--- src/rtl/dma_fault_pkg.sv ---
package dma_fault_pkg;

    localparam int SZ_CODE_W = 3;

    // Fault flags, most significant first; bit order is the status word's low byte.
    typedef struct packed {
        logic src_addr;
        logic src_off;
        logic dst_addr;
        logic dst_off;
        logic count;
        logic chain_ptr;
        logic src_bus;
        logic dst_bus;
    } fault_flags_t;

    localparam int FLAGS_W = $bits(fault_flags_t);

endpackage

--- src/rtl/dma_fault_reg.sv ---
module dma_fault_reg
    import dma_fault_pkg::*;
#(
    parameter int CH_W = 5
) (
    input  logic         clk,
    input  logic         rst_n,
    input  logic         clr_err,
    input  fault_flags_t new_flags,
    input  logic [CH_W-1:0] new_chan,
    input  logic         new_cancel,
    output fault_flags_t flags_q,
    output logic [CH_W-1:0] chan_q,
    output logic         cancel_q,
    output logic         valid_q
);
    typedef struct packed {
        logic            valid;
        logic            cancel;
        logic [CH_W-1:0] chan;
        fault_flags_t    flags;
    } fault_state_t;

    fault_state_t st_d, st_q;
    logic         any_new;

    always_comb begin
        any_new = |new_flags;
        st_d    = st_q;
        if (clr_err || !st_q.valid) begin
            if (any_new) begin
                st_d.valid  = 1'b1;
                st_d.cancel = new_cancel;
                st_d.chan   = new_chan;
                st_d.flags  = new_flags;
            end else if (clr_err) begin
                st_d = '0;
            end
        end
    end

    always_ff @(posedge clk or negedge rst_n) begin
        if (!rst_n) begin
            st_q <= '0;
        end else begin
            st_q <= st_d;
        end
    end

    assign flags_q  = st_q.flags;
    assign chan_q   = st_q.chan;
    assign cancel_q = st_q.cancel;
    assign valid_q  = st_q.valid;
endmodule

--- config.mk ---
export PLATFORM = sky130hd
export DESIGN_NAME = dma_fault_reg
export DESIGN_NICKNAME = d
export VERILOG_FILES = /design/src/rtl/dma_fault_pkg.sv /design/src/rtl/dma_fault_reg.sv
export SDC_FILE = /design/constraint.sdc
export NUM_CORES = 1
export LEC_CHECK = 0
export CAP_MARGIN = 30
export CORE_UTILIZATION = 30
export CTS_CLUSTER_DIAMETER = 50
export DETAILED_ROUTE_END_ITERATION = 10
export HOLD_SLACK_MARGIN = 0.02
export PLACE_DENSITY = 0.71
export SLEW_MARGIN = 20
export SYNTH_ARGS = -nofsm -noshare
export SYNTH_HDL_FRONTEND = slang
export SYNTH_SLANG_ARGS = --single-unit
--- constraint.sdc ---
create_clock -name clk -period 1.1 [get_ports clk]
set_input_delay 0.11 -clock clk [delete_from_list [all_inputs] [get_ports clk]]
set_output_delay 0.11 -clock clk [all_outputs]
set_load 0.05 [all_outputs]
==> flow_metrics.env <==
export IMPL_tritoncts="yes"
export IMPL_cts_buffer_depth=2
export IMPL_max_cap_viol_count=0
export IMPL_die_w_microns=49.9
export IMPL_fin_tns_setup_ns=-0.0691
export IMPL_syn_avg_cell_area_sq_um=11.1
export IMPL_hp_start="new_flags[4]"
export IMPL_max_freq_mhz=892
export IMPL_grt_first_pass_wirelength_microns=2900
export IMPL_path_class="in -> reg"
export IMPL_tightestPinTransition_ns=0.192
export IMPL_port_buffers=31
export IMPL_grt_usage=0.157
export IMPL_tritoncts_num_buffers=3
export IMPL_whs_ns=0.0791
export IMPL_cts_clk_slew_worst_paths_ns=0.09
export IMPL_synth_nets=79
export IMPL_p_int_mw=1.04
export IMPL_critPathRequiredTime_ns=1.27
export IMPL_num_rows=16
export IMPL_design_area_sq_um=1240
export IMPL_vias=626
export IMPL_top_layer_used="met4"
export IMPL_hp_class="in -> reg"
export IMPL_pin_count=32
export IMPL_cts_hold_buf=0
export IMPL_core_area_sq_um=2060
export IMPL_status="finished with violations"
export IMPL_syn_cell_area_sq_um=687
export IMPL_p_comb_frac=0.368
export IMPL_setup_slack_ns=-0.0207
export IMPL_ys_seq_elements=15
export IMPL_dr_wl_met2_microns=929
export IMPL_final_cells=128
export IMPL_crit_path_end_kind="flip-flop"
export IMPL_dieHeight_microns=49.9
export IMPL_yosysWarnings=0
export IMPL_fin_crit_sh=1.02
export IMPL_clk_insertion_delay_late_ns=0.27
export IMPL_reg2reg_slack_ns=0.03
export IMPL_wirelength_microns=1740
export IMPL_route_detailed_drc=0
export IMPL_syn_inst=62
export IMPL_diodes=0
export IMPL_rsz0062_at_grt="true"
export IMPL_grt_max_degree=16
export IMPL_p_per_area_nw_per_um2=1240
export IMPL_routabilityCongestion=0.736
export IMPL_swShare=0.326
export IMPL_cp_startpoint="new_flags[4]"
export IMPL_cts_sinks=15
export IMPL_violations="negative setup slack"
export IMPL_syn2layout_area_growth_pct=80.7
export IMPL_timing_rr_start="valid_q$_DFFE_PN0P_"
export IMPL_power_mw=1.53
export IMPL_dp_cells=123
export IMPL_start_kind="input port"
export IMPL_final_util=0.602
export IMPL_grt_pass1_vias=625
export IMPL_drive_gt1_frac=0.436
export IMPL_dieArea_sq_um=2490
export IMPL_period_needed_ns=1.12
export IMPL_finalHoldViolations=0
export IMPL_dp_hpwl_microns=1330
export IMPL_power_frac_clock=0.200
export IMPL_power_frac_seq=0.431
export IMPL_cellLeakagePower_nw=0.554
export IMPL_ctsHtreeMaxLevel=1
export IMPL_antenna_found_initial=0
export IMPL_yosys_area_top_type_share=0.546
export IMPL_worstPathArrival_ns=1.29
export IMPL_wl_met1_microns=746
export IMPL_ys_types=12
export IMPL_ys_top_cells_by_area="dfrtp_1 (55%), o21ai_0 (12%), a32o_2 (9.8%), nand2b_1 (9.1%), nor2b_1 (5.5%)"
export IMPL_post_place_ws_ns=-0.717
export IMPL_drv_slew=0
export IMPL_fin_nets=119
export IMPL_synth_seq_area_share=0.546
export IMPL_firstDrtPassIters=4
export IMPL_cts_root_buf="clkbuf_4"
export IMPL_skew_ns=0.000690
export IMPL_placed_area_sq_um=1220
export IMPL_p_sw_uw=500
export IMPL_most_common_layout_cells="buf_12 (15), dfrtp_1 (14), nand2b_1 (9), o21ai_1 (9)"
export IMPL_yosysTopAreaCell="dfrtp_1"
export IMPL_finalSetupViolations=6
export IMPL_final_common_cell="buf_12"
export IMPL_drt_initial_drc_count=11
export IMPL_ant_nets=0
export IMPL_route_detailed_wl_per_inst_microns=13.6
export IMPL_peakVddDrop_mv=0.814
export IMPL_viasPerCell=4.89
export IMPL_path_max_fanout=7
export IMPL_max_slew_margin=0.872
export IMPL_initial_utilization=0.333
export IMPL_fillers=169
export IMPL_route_met3_wl_microns=48
export IMPL_grt_ovfl_total=0
[sequential cells by signal (all words and copies together), names as in the netlist]
name      cells
flags_q       8
chan_q        5
cancel_q      1
valid_q       1
[cells in the mapped netlist]
| cell | n |
|---|---|
| nor2b_1 | 6 |
| o21ai_0 | 16 |
| or2_1 | 1 |
| buf_6 | 1 |
| inv_1 | 1 |
| a32o_2 | 6 |
| o21ai_1 | 1 |
| dfrtp_1 | 15 |
| or4_4 | 2 |
| o21a_1 | 1 |
| clkbuf_1 | 2 |
| nand2b_1 | 10 |
[worst paths after layout]
check	endpoint	cells past startpoint
max in group asynchronous	valid_q$_DFFE_PN0P_	2
setup reg to reg	cancel_q$_DFFE_PN0P_	4
setup / recovery	cancel_q$_DFFE_PN0P_	4
min in group asynchronous	flags_q[7]$_DFFE_PN0P_	2
hold / removal	flags_q[4]$_DFFE_PN0P_	3
hold reg to reg	flags_q[6]$_DFFE_PN0P_	2
[per-layer routing]
layer | global-route usage | vias to the layer above
met2 | 0.261 | 19
met4 | 0.0714 | 0
li1 | - | 301
met3 | 0.0185 | 2
met1 | 0.203 | 304
met5 | 0 | -
[cell families (layout without fill, tap and decap cells)]
family	Yosys count	after routing	share of synthesized area
flip-flops	15	15	0.546
AO/OA/AOI/OAI	24	24	0.233
AND/OR/NAND/NOR	19	19	0.188
buffers and inverters	4	43	0.0328
[cell type report]
| class | instances | area [sq um] | area share |
|---|---|---|---|
| clock buffers | 4 | 26.3 | 0.0212 |
| inverters | 1 | 3.75 | 0.00302 |
| multi-input cells | 43 | 307 | 0.247 |
| flip-flops and latches | 15 | 377 | 0.303 |
| well taps | 27 | 33.8 | 0.0272 |
| repair buffers | 38 | 494 | 0.398 |
[power by group through the flow]
stage          Combinational (mW)  Sequential [mW]  Clock (mW)
3_5_place_dp                0.574            0.673           0
2_1_floorplan              0.0817            0.822           0
6_report                    0.566            0.662       0.307
4_1_cts                     0.567            0.663       0.316
5_1_grt                     0.589            0.669       0.340
3_3_place_gp                0.564            0.672           0
[critical path: stages]
cell    delay, ns
buf_6        0.09
or4_4        0.53
or2_4        0.30
a32o_2       0.26
[timing repair]
| action | in CTS | in global routing |
|---|---|---|
| setup buffers | 1 | 0 |
| gates resized for setup | 36 | 7 |
| pin swaps | 5 | 4 |
| endpoints found under the setup margin | 16 | 15 |
No activity file was read; power rests on OpenSTA's default activity.
